[src/rtl/sup_pkg.sv]
package sup_pkg;
  localparam int NCMP = 3;

  typedef struct packed {
    logic wd;
    logic pf;
    logic low;
  } cmp_t;
endpackage

[src/rtl/sup_sync.sv]
module sup_sync #(
  parameter int W      = 1,
  parameter int STAGES = 2
) (
  input  logic         clk,
  input  logic         rst,
  input  logic [W-1:0] d,
  output logic [W-1:0] q
);
  logic [W-1:0] stg [STAGES];

  for (genvar g = 0; g < STAGES; g++) begin : g_stage
    if (g == 0) begin : g_first
      always_ff @(posedge clk) begin
        if (rst) stg[g] <= '0;
        else     stg[g] <= d;
      end
    end else begin : g_next
      always_ff @(posedge clk) begin
        if (rst) stg[g] <= '0;
        else     stg[g] <= stg[g-1];
      end
    end
  end

  assign q = stg[STAGES-1];
endmodule

[src/rtl/sup_stretch.sv]
module sup_stretch #(
  parameter int STRETCH_TICKS = 50
) (
  input  logic clk,
  input  logic rst,
  input  logic tick,
  input  logic force_on,
  output logic active
);
  localparam int SW = $clog2(STRETCH_TICKS + 1);
  localparam logic [SW-1:0] LOAD = SW'(STRETCH_TICKS);

  logic [SW-1:0] remain;

  always_ff @(posedge clk) begin
    if (rst || force_on) begin
      active <= 1'b1;
      remain <= LOAD;
    end else if (active && tick) begin
      if (remain <= SW'(1)) begin
        active <= 1'b0;
        remain <= '0;
      end else begin
        remain <= remain - SW'(1);
      end
    end
  end
endmodule

[src/rtl/sup_wdog.sv]
module sup_wdog #(
  parameter int WDOG_TICKS = 1600
) (
  input  logic                          clk,
  input  logic                          rst,
  input  logic                          tick,
  input  logic                          en,
  input  logic                          hold,
  input  logic                          line_s,
  output logic                          fire,
  output logic                          kick,
  output logic [$clog2(WDOG_TICKS)-1:0] count
);
  localparam int CW = $clog2(WDOG_TICKS);
  localparam logic [CW-1:0] LAST = CW'(WDOG_TICKS - 1);

  logic line_prev;

  assign kick = line_s ^ line_prev;
  assign fire = en && !hold && !kick && tick && (count == LAST);

  always_ff @(posedge clk) begin
    if (rst) line_prev <= 1'b0;
    else     line_prev <= line_s;
  end

  always_ff @(posedge clk) begin
    if (rst || hold || !en || kick) count <= '0;
    else if (tick) count <= (count == LAST) ? '0 : count + CW'(1);
  end
endmodule

[src/rtl/mp_supervisor.sv]
module mp_supervisor #(
  parameter int STRETCH_TICKS = 50,
  parameter int WDOG_TICKS    = 1600,
  parameter int SYNC_STAGES   = 2
) (
  input  logic clk,
  input  logic rst,
  input  logic tick_ms,
  input  logic lowline_async,
  input  logic pfail_async,
  input  logic wdi_async,
  input  logic wdog_en,
  output logic rst_out,
  output logic rst_out_n,
  output logic pfail_warn,
  output logic wdog_tmo
);
  import sup_pkg::*;
  localparam int CW = $clog2(WDOG_TICKS);

  cmp_t          raw_in, syn_in;
  logic          low_s, wd_fire, wd_kick, rst_act;
  logic [CW-1:0] wd_cnt;

  assign raw_in = '{wd: wdi_async, pf: pfail_async, low: lowline_async};

  sup_sync #(.W(NCMP), .STAGES(SYNC_STAGES)) u_sync (
    .clk(clk), .rst(rst), .d(raw_in), .q(syn_in)
  );

  assign low_s = syn_in.low;

  sup_wdog #(.WDOG_TICKS(WDOG_TICKS)) u_wd (
    .clk(clk), .rst(rst), .tick(tick_ms), .en(wdog_en), .hold(rst_act),
    .line_s(syn_in.wd), .fire(wd_fire), .kick(wd_kick), .count(wd_cnt)
  );

  sup_stretch #(.STRETCH_TICKS(STRETCH_TICKS)) u_str (
    .clk(clk), .rst(rst), .tick(tick_ms), .force_on(low_s | wd_fire),
    .active(rst_act)
  );

  always_ff @(posedge clk) begin
    if (rst || low_s) wdog_tmo <= 1'b0;
    else if (wd_fire) wdog_tmo <= 1'b1;
    else if (wd_kick) wdog_tmo <= 1'b0;
  end

  assign rst_out    = rst_act;
  assign rst_out_n  = ~rst_act;
  assign pfail_warn = syn_in.pf;
endmodule

[config.mk]
export PLATFORM = sky130hd
export DESIGN_NAME = mp_supervisor
export DESIGN_NICKNAME = d
export VERILOG_FILES = /design/src/rtl/sup_pkg.sv /design/src/rtl/sup_sync.sv /design/src/rtl/sup_stretch.sv /design/src/rtl/sup_wdog.sv /design/src/rtl/mp_supervisor.sv
export SDC_FILE = /design/constraint.sdc
export NUM_CORES = 1
export LEC_CHECK = 0
export CORE_AREA = 3 3 66 68
export CTS_CLUSTER_SIZE = 28
export DETAILED_ROUTE_END_ITERATION = 7
export DIE_AREA = 0 0 69 71
export PLACE_DENSITY = 0.54
export SLEW_MARGIN = 20
export SYNTH_ARGS = -nofsm -noshare
export SYNTH_HDL_FRONTEND = slang
export SYNTH_SLANG_ARGS = --single-unit
[constraint.sdc]
create_clock -name clk -period 3.2 [get_ports clk]
set_clock_uncertainty 0.05 [all_clocks]
set_input_delay 0.64 -clock clk [delete_from_list [all_inputs] [get_ports clk]]
set_output_delay 0.64 -clock clk [all_outputs]
set_load 0.05 [all_outputs]
== Yosys cells after proc, flatten, opt, wreduce, memory -nomap -nowiden ==
Memories as Yosys holds them, arrays and structs flattened.
Cells that the tools add are included.
Word-level totals
  flip-flop bits (word level): 20
  output and inout bits: 4
  bits in writable memories: 6
  memories: 1
  logic and storage cells: 39
  input bits: 7
Cells by class
  muxes and demuxes: 9
  reduce and logical (&&, ||, !) cells: 15
  $lt $le $gt $ge: 1
  equal/unequal tests: 1
  bitwise operators: 5
  add/subtract/negate cells: 2
Memories
  u_sync.stg: words 2, bits a word 3, rd ports 2, clocked after Yosys merged registers in 0, write ports 2, line sup_sync.sv:10  | logic [W-1:0] stg [STAGES];
Operators with widths (count)
  $add A11 B1 Y11 const B: 1
  $eq A11 B11 Y1 const B: 1
  $mux W11: 1
  $le A6 B1 Y1 const B: 1
  $mux W3: 2
  $mux W6: 1
  $sub A6 B1 Y6 const B: 1
  $logic_and A1 B1 Y1: 5
  $logic_or A1 B1 Y1: 5
  $mux W1: 5
  $logic_not A1 Y1: 3
  $or A1 B1 Y1: 3
  $reduce_and A2 Y1: 1
  $reduce_bool A2 Y1: 1
  $not A1 Y1: 1
  $xor A1 B1 Y1: 1

== Logic depth before layout (Yosys ltp) ==
Gate-level depths: netlist (run 1).
  word-level depth: 7
  depth in mapped cells: 6
  mapped depth without buffers: 6

== Hierarchy ==
From an unflattened synthesis (run 1), not the netlist that was laid out.
Second synthesis, totals
  cell total of the unflattened synthesis: 118
  area total of the unflattened synthesis: 1124.8 um^2
By module, submodules not included
  sup_wdog: seq. area each 240.2 um^2, cells an instance 62, area each 544.3 um^2, instances 1
  sup_stretch: seq. area each 140.1 um^2, cells an instance 38, area each 367.9 um^2, instances 1
  sup_sync: seq. area each 120.1 um^2, cells an instance 12, area each 157.7 um^2, instances 1
  mp_supervisor: seq. area each 20.0 um^2, cells an instance 6, area each 55.1 um^2, instances 1

== Worst setup path after synthesis (run 1) ==
Ideal clock, no wire load.
  path type: register to register
  start point: register u_str.active
  end point: register u_str.remain[4]
  setup slack: 1.286 ns
  stages on the path, launching flop included: 5
  required time: 3.023 ns
  buffers on the path: 0
  arrival: 1.737 ns
  cells stage by stage: dfxtp_1 > inv_1 > nand3_1 > o31ai_4 > or3_1
On the way
  word-level cells in the longest chain between the ends: 7
  elaborated cells on any way between the ends: 8
  classes of those cells: bitwise (1); reduce/logical (7)
Ends and longest elaborated chain
  start: declaration: line sup_stretch.sv:8  | output logic active
  start signal: assignment: line sup_stretch.sv:17  | active <= 1'b1;
  start signal: assignment: line sup_stretch.sv:21  | active <= 1'b0;
  $logic_not A1 Y1: line sup_wdog.sv:20  | assign fire = en && !hold && !kick && tick && (count == LAST);
  $logic_and A1 B1 Y1 (4 in series): line sup_wdog.sv:20
  $or A1 B1 Y1: line mp_supervisor.sv:39  | .clk(clk), .rst(rst), .tick(tick_ms), .force_on(low_s | wd_fire),
  $logic_or A1 B1 Y1: line sup_stretch.sv:16  | if (rst || force_on) begin
  end signal: assignment: line sup_stretch.sv:24  | remain <= remain - SW'(1);
  end: declaration: line sup_stretch.sv:13  | logic [SW-1:0] remain;
Several ways; a longest one is shown, not always the timed one.
A chain may end at the register's enable or synchronous reset.

== Final worst setup path (run 1) ==
  start point: register u_str.active
  end point: output rst_out_n
On the way
  word-level cells in the longest chain between the ends: 1
Ends and longest elaborated chain
  $not A1 Y1: line mp_supervisor.sv:50  | assign rst_out_n = ~rst_act;
  end: declaration: line mp_supervisor.sv:14  | output logic rst_out_n,
No other way between the ends.

==> impl_metrics.yaml, run 1 <==
clocking:
  cts_buffers: 3
  insertion_delay_ps: 260
  cts_tree: "built"
  clk_path_buf_depth: 2
  cts_resized: 0
  cts.sink_count: 26
  h-tree-depth: 1
  hold_buffers: 0
  clk_pin_slew_ps: 80
  root_buffer: "clkbuf_8"
  cts_setup_buffers: 0
timing:
  slew_headroom: 0.6656
  hold_viol_final: 0
  worst_slew_pin_slew_ps: 497.1
  finalSetupViolCount: 0
  fmax_ghz: 0.4519
  rsz0062_at_grt: "false"
  slew_violations: 0
  whs_ps: 391.5
  tns_ps: 0
  min_period_ps: 2213
  fin_crit_sh: 0.6915
synthesis:
  synth.avg_cell_area_um2: 9.738
  syn-cell-area_mm2: 0.001120
  yosys_warnings: 0
  synth-async-reset-ratio: 0
  mappedNetlistNets: 125
  synth.distinct_cells: 29
  synthCells: 115
  synth-edff-count: 0
  ys_seq_area_frac: 0.4648
  synth-seq-cells: 26
  synth_flop_cell: "dfxtp_1"
worst_setup_path:
  reg2reg_from: "u_wd.count[0]"
  cp_top_family: "buffers and inverters"
  path_cells: "inv_1, clkdlybuf4s50_1"
  r2r_slack_ps: 1520
  cp.arrival_ps: 1520
  worst_path_largest_cell_delay_ps: 810
  crit_path_start_kind: "register"
  cpMaxStageDelayCell: "clkdlybuf4s50_1"
  r2r_cells: 5
  path_buf_inv: 2
  reg2reg_to: "u_wd.count[4]"
  end_kind: "primary output"
  crit_type: "register to primary output"
  cp_data_required_time_ps: 2510
  path_max_fanout: 4
floorplanning:
  io-pin-count: 11
  rows: 23
  core_region_area_mm2: 0.003914
  die_h_um: 71
  die_x_um: 69
  die_area_mm2: 0.004899
  initial_core_util: 0.2861
power:
  p_leak_uw: 0.0004504
  powerDensity_mw_per_mm2: 476.9
  finalPower_uw: 637.8
  ir_drop_mv: 0.1321
global_routing:
  grt_max_degree: 16
  grt_first_pass_wirelength_mm: 3.180
  grt_pass1_vias: 738
  grt_util_all_layers: 0.07871
  antenna_found_initial: 0
  grt_remaining_overflow: 0
finish:
  n_antenna_cell: 0
  area_growth_pct: 19.44
  regArea_um2: 520.5
  fillerInstances: 419
  nets: 138
  final_area_mm2: 0.001338
  final_cell_mix: "dfxtp_1, nor2_1, xnor2_1, clkdlybuf4s50_1, nand2_1"
  final_cells: 177
  layout-drive-gt1-share: 0.09449
  multi_input_area_um2: 560.5
  final_common_cell: "dfxtp_1"
placement:
  gp_congestion: 0.7302
  dp_hpwl_mm: 1.417
  dp_cells: 173
  place_area_mm2: 0.001266
  numPortBuffers: 10
status:
  status: "finished, final reports clean"
drt:
  ant_nets: 0
  wl_mm: 1.816
  viasPerCell: 4.384
  drt-pass1-iter-count: 4
  drc_errors: 0
  vias: 776
  routedWlPerCell_um: 10.26
  first_iter_violations: 22
min_path:
  worstHoldStart: "u_sync.stg[0][1]"
  hold_class: "register to register"
  holdPathEnd: "u_sync.stg[1][1]"
  hold_depth: 1
job:
  drv_cap: 0
## cell families after synthesis
| kind of cell | Yosys count | synth area share |
|---|---|---|
| xor+xnor | 13 | 0.1017 |
| buf+inv | 8 | 0.03463 |
| compound gates | 9 | 0.07263 |
| mux | 1 | 0.008939 |
| simple gates | 55 | 0.2838 |
| flops | 26 | 0.4648 |
| fa+ha+maj | 3 | 0.03352 |
## worst reg2reg max path: stages (launching register included)
cell and delay [ps]:
dfxtp_1 380, ha_1 230, nand3_2 130, nor2_1 210, a311o_1 470, nor2_1 100
## cells in the mapped netlist, drive strengths merged (2+ instances only)
library cell / instances / area, µm²
dfxtp: 26 / 520.5
nor2: 15 / 56.30
xnor2: 10 / 87.58
nand2: 8 / 30.03
nor2b: 7 / 43.79
nor3: 7 / 40.04
inv: 6 / 22.52
nand3: 5 / 35.03
or3: 5 / 36.28
nor4: 4 / 40.04
ha: 3 / 37.54
xor2: 3 / 26.28
a21oi: 2 / 10.01
buf: 2 / 16.26
nand4: 2 / 12.51
o21bai: 2 / 15.01
## metrics by stage
step | worst slack, ps | utilization
5_1_grt | 843.9 | 0.3418
2_1_floorplan | 1286 | -
4_1_cts | 963.9 | 0.3418
6_report | 987.2 | 0.3418
3_5_place_dp | 761.1 | 0.3235
3_3_place_gp | 816.2 | 0.3235
## sequential cells by signal, summed over array words and instances (netlist names)
register,flops
u_str.active,1
u_str.remain,6
u_sync.stg,6
u_wd.count,11
u_wd.line_prev,1
wdog_tmo,1
## how the worst max path moves through the flow
stage                     depth (start not counted)    startpoint               to  slack (ps)
after floorplan                                   4  u_str.active  u_str.remain[4]        1290
after global placement                            5       tick_ms  u_str.remain[3]         820
after detailed placement                          5       tick_ms    u_wd.count[6]         760
after CTS                                         2  u_str.active        rst_out_n         960
after global routing                              5       tick_ms    u_wd.count[3]         840
final                                             2  u_str.active        rst_out_n         990
## metal layers
metal	GRT usage	wire (µm)
met1	0.09250	845
met2	0.1388	900
met3	0.01705	48
met4	0.03254	22
met5	0	0
## cell type report
class	instances	area share
inverters	6	0.01684
multi-input cells	81	0.4191
flip-flops and latches	26	0.3891
repair buffers	10	0.07484
clock buffers	3	0.03087
clock inverters	1	0.02245
well taps	50	0.04677
## where the power goes
group | internal [µW] | switching (µW) | leakage [µW]
sequential | 332 | 6.80 | 0.000212
clock | 167 | 93.1 | 0.0000357
combinational | 20.8 | 18.6 | 0.000203
total | 519 | 119 | 0.000450
No activity file was read; power rests on OpenSTA's default activity.
==> run 2, diff against run 1 <==
--- a/config.mk
+++ b/config.mk
@@ -9,7 +9,7 @@
 export CTS_CLUSTER_SIZE = 28
 export DETAILED_ROUTE_END_ITERATION = 7
 export DIE_AREA = 0 0 69 71
-export PLACE_DENSITY = 0.54
+export PLACE_DENSITY = 0.55
 export SLEW_MARGIN = 20
 export SYNTH_ARGS = -nofsm -noshare
 export SYNTH_HDL_FRONTEND = slang
==> constraint.sdc (replaced) <==
create_clock -name clk -period 1.94 [get_ports clk]
set_clock_uncertainty 0.05 [all_clocks]
set_input_delay 0.388 -clock clk [delete_from_list [all_inputs] [get_ports clk]]
set_output_delay 0.388 -clock clk [all_outputs]
set_load 0.05 [all_outputs]
==> run 2 against run 1 <==
Against the previous run: setup slack lost 900 ps; register-to-register slack lost 1200 ps; sequential power grew 65%; total power grew 68%; critical endpoint is now wdog_tmo; via count grew 4.9%; die area is the same; hold slack gained 4.3 ps; flip-flop and latch count is the same; core utilization grew 1.6 points; highest routed layer unchanged; combinational power grew 86%; clock-buffer cell count is the same; cell area grew 4.7%.
==> impl_metrics.yaml, run 2 (synthesis gave the netlist of run 1 again) <==
clocking:
  h-tree-depth: 1
  insertion_delay_ps: 270
  cts.sink_count: 26
  clk_path_buf_depth: 2
  clk_pin_slew_ps: 90
  cts_setup_buffers: 0
  cts_resized: 0
  cts_tree: "built"
  hold_buffers: 0
  root_buffer: "clkbuf_8"
  cts_buffers: 3
placement:
  numPortBuffers: 10
  gp_congestion: 0.6654
  dp_hpwl_mm: 1.541
  place_area_mm2: 0.001329
finish:
  area_growth_pct: 25.03
  layout-drive-gt1-share: 0.1691
  final_cell_mix: "dfxtp_1, nor2_1, buf_4"
  fin_util: 0.3577
  regMostFlops: "u_wd.count"
  n_antenna_cell: 0
  largest_reg_flops: 11
  nets: 147
  final_common_cell: "dfxtp_1"
  reg.largest.list: "u_wd.count (11), u_str.remain (6), u_sync.stg (6)"
  final_area_mm2: 0.001400
floorplanning:
  core_region_area_mm2: 0.003914
  initial_core_util: 0.2861
  die_area_mm2: 0.004899
  die_x_um: 69
  die_h_um: 71
  io-pin-count: 11
  rows: 23
timing:
  min_period_ps: 1854
  tns_ps: 0
  worst_slew_pin_slew_ps: 497.0
  slew_headroom: 0.6676
  fmax_ghz: 0.5394
  rsz0062_at_grt: "false"
  finalSetupViolCount: 0
  slew_violations: 0
  fin_crit_sh: 0.9557
  whs_ps: 395.7
  hold_viol_final: 0
drt:
  drc_errors: 0
  drt-pass1-iter-count: 4
  vias: 814
  wl_mm: 1.936
  viasPerCell: 4.376
  routedWlPerCell_um: 10.41
  ant_nets: 0
  first_iter_violations: 27
global_routing:
  grt_max_degree: 16
  use_met3: 0.02699
  busiest_layer: "met2"
  met1_usage: 0.09913
  grt_pass1_vias: 819
  grt_first_pass_wirelength_mm: 3.684
  grt_remaining_overflow: 0
  antenna_found_initial: 0
  grt_util_all_layers: 0.09381
  grt_util_met2: 0.1653
min_path:
  hold_class: "register to register"
job:
  drv_cap: 0
worst_setup_path:
  cp_top_family: "buffers and inverters"
  r2r_slack_ps: 340
  crit_type: "register to primary output"
  end_kind: "primary output"
  cpMaxStageDelayCell: "clkdlybuf4s50_1"
  cp_data_required_time_ps: 1500
  worst_path_largest_cell_delay_ps: 800
  path_cells: "clkdlybuf4s50_1"
  path_max_fanout: 2
  path_buf_inv: 1
  cp.arrival_ps: 1420
  crit_path_start_kind: "register"
power:
  ir_drop_mv: 0.2508
  powerDensity_mw_per_mm2: 766.9
  p_leak_uw: 0.0004948
status:
  status: "finished, final reports clean"
-- run 2: cell count changes in the layout (fill, tap and decap cells not counted), sizes merged --
| cell | change |
|---|---|
| buf | +11 |
| clkdlybuf4s50 | -2 |
-- run 2: final cells by class --
type                    instances  area [µm²]
fillers                       417        2514
multi-input cells              81       560.5
flip-flops and latches         26       520.5
repair buffers                 19       162.7
well taps                      50       62.56
clock buffers                   3       41.29
clock inverters                 1       30.03
inverters                       6       22.52
-- run 2: metal layers --
metal | wire length, µm | part of all wire
met1 | 842 | 0.43
met2 | 995 | 0.51
met3 | 51 | 0.026
met4 | 46 | 0.024
met5 | 0 | 0
-- run 2: path summary, 6_finish.rpt --
path,start,end,cells past startpoint
max reg2reg,u_str.remain[0],u_str.remain[2],6
min reg2reg,u_sync.stg[0][0],u_sync.stg[1][0],1
max,wdog_tmo,wdog_tmo,1
min,u_sync.stg[0][0],u_sync.stg[1][0],1
-- run 2: power breakdown --
part,total [µW],switching (µW),internal [µW]
Sequential,558,11.6,547
Combinational,73.3,32.4,40.9
Clock,442,166,276
Total,1070,210,864
-- run 2: stage by stage --
step,setup WS (ps),std cells,total power [µW]
2_1_floorplan,26.32,115,614.1
3_3_place_gp,12.63,182,642.4
3_5_place_dp,-20.23,182,645.7
4_1_cts,68.61,186,1089
5_1_grt,18.63,186,1124
6_report,85.95,186,1074
==> run 3, diff against run 2 <==
--- a/config.mk
+++ b/config.mk
@@ -5,10 +5,10 @@
 export SDC_FILE = /design/constraint.sdc
 export NUM_CORES = 1
 export LEC_CHECK = 0
-export CORE_AREA = 3 3 66 68
+export CORE_AREA = 2 2 65 67
 export CTS_CLUSTER_SIZE = 28
 export DETAILED_ROUTE_END_ITERATION = 7
-export DIE_AREA = 0 0 69 71
+export DIE_AREA = 0 0 67 69
 export PLACE_DENSITY = 0.55
 export SLEW_MARGIN = 20
 export SYNTH_ARGS = -nofsm -noshare
==> run 3 against run 2 <==
Against the previous run: sequential share of layout area grew 0.27 points; clock-buffer cell count is the same; register-to-register slack is essentially flat; via count grew 1.2%; critical path depth is the same; non-clock buffer count shrank 1; final cell count shrank 0.54%; die area shrank 5.6%.
==> impl_metrics.yaml, run 3 (synthesis gave the netlist of run 1 again) <==
timing:
  worst_slew_pin_slew_ps: 497.9
  min_period_ps: 1821
  finalSetupViolCount: 0
  hold_viol_final: 0
  fin_crit_sh: 0.9388
  rsz0062_at_grt: "false"
  slew_violations: 0
  fmax_ghz: 0.5491
  slew_headroom: 0.6670
clocking:
  cts_setup_buffers: 0
  insertion_delay_ps: 270
  cts_resized: 0
  cts_tree: "built"
  clk_pin_slew_ps: 90
  hold_buffers: 0
  h-tree-depth: 1
  root_buffer: "clkbuf_8"
  cts.sink_count: 26
  clk_path_buf_depth: 2
  cts_buffers: 3
power:
  ir_drop_mv: 0.2515
  p_seq_frac: 0.517
  p_switching_uw: 217.7
  p_leak_uw: 0.0004915
  swShare: 0.2018
  intPower_uw: 861.3
  clockPowerShare: 0.417
  powerDensity_mw_per_mm2: 776.2
  finalPower_uw: 1079
  combPwrFrac: 0.065
global_routing:
  antenna_found_initial: 0
  grt_pass1_vias: 840
  grt_max_degree: 16
  grt_first_pass_wirelength_mm: 3.394
  grt_util_all_layers: 0.09118
  grt_remaining_overflow: 0
placement:
  gp_congestion: 0.6923
  numPortBuffers: 10
  dp_hpwl_mm: 1.513
  dp_cells: 181
  place_area_mm2: 0.001319
finish:
  regMostFlops: "u_wd.count"
  layout-drive-gt1-share: 0.1704
  largest_reg_flops: 11
  nets: 146
  final_cell_mix: "dfxtp_1, nor2_1, buf_4"
  final_cells: 185
  reg.largest.list: "u_wd.count (11), u_str.remain (6), u_sync.stg (6)"
  n_antenna_cell: 0
  final_common_cell: "dfxtp_1"
  final_area_mm2: 0.001390
  area_growth_pct: 24.13
floorplanning:
  die_x_um: 67
  io-pin-count: 11
  core_region_area_mm2: 0.003914
  initial_core_util: 0.2861
  rows: 23
  die_h_um: 69
  die_area_mm2: 0.004623
worst_setup_path:
  path_cells: "clkdlybuf4s50_1"
  crit_type: "register to primary output"
  worst_path_largest_cell_delay_ps: 800
  end_kind: "primary output"
  path_max_fanout: 1
  cp_data_required_time_ps: 1500
  crit_path_start_kind: "register"
  cp.arrival_ps: 1380
  cpMaxStageDelayCell: "clkdlybuf4s50_1"
  path_buf_inv: 1
  cp_top_family: "buffers and inverters"
drt:
  routedWlPerCell_um: 10.22
  first_iter_violations: 39
  drt-pass1-iter-count: 4
  drc_errors: 0
  vias: 824
  viasPerCell: 4.454
  ant_nets: 0
  wl_mm: 1.890
min_path:
  hold_class: "register to register"
status:
  status: "finished, final reports clean"
job:
  drv_cap: 0
-- run 3: metal layers --
layer	up-vias	GRT usage	routed length [µm]
met5	-	0	0
li1	427	-	-
met4	0	0.03401	8
met2	7	0.1551	963
met3	2	0.01958	46
met1	388	0.1098	872
-- run 3: path summary, 6_finish.rpt --
path	startpoint	to	slack, ps	cells past startpoint
max	u_sync.stg[1][1]	pfail_warn	120	1
min	u_sync.stg[0][1]	u_sync.stg[1][1]	390	1
max reg2reg	u_str.remain[0]	u_str.remain[2]	340	6
min reg2reg	u_sync.stg[0][1]	u_sync.stg[1][1]	390	1
-- run 3: through the flow --
step	utilization	TNS (ps)	hold WS [ps]	setup slack (ps)
floorplan	-	0	363.8	26.32
global placement	0.3370	0	371.9	18.47
detailed placement	0.3370	-121.9	374.8	-38.74
CTS	0.3552	0	396.3	104.4
global route	0.3552	0	412.8	72.58
finish	0.3552	0	390.8	118.7
-- run 3: power by group through the flow --
stage / clock, µW / combinational, µW / sequential (µW)
after detailed placement: 0 / 71.2 / 571
final: 450 / 70.4 / 558
after global routing: 479 / 77.9 / 560
after floorplan: 0 / 42.8 / 571
after CTS: 461 / 71.5 / 558
after global placement: 0 / 69.6 / 570
-- run 3: cell type report --
| class | instances | area [µm²] |
|---|---|---|
| clock buffers | 3 | 41.29 |
| clock inverters | 1 | 30.03 |
| fillers | 418 | 2524 |
| inverters | 6 | 22.52 |
| multi-input cells | 81 | 560.5 |
| flip-flops and latches | 26 | 520.5 |
| well taps | 50 | 62.56 |
| repair buffers | 18 | 152.6 |
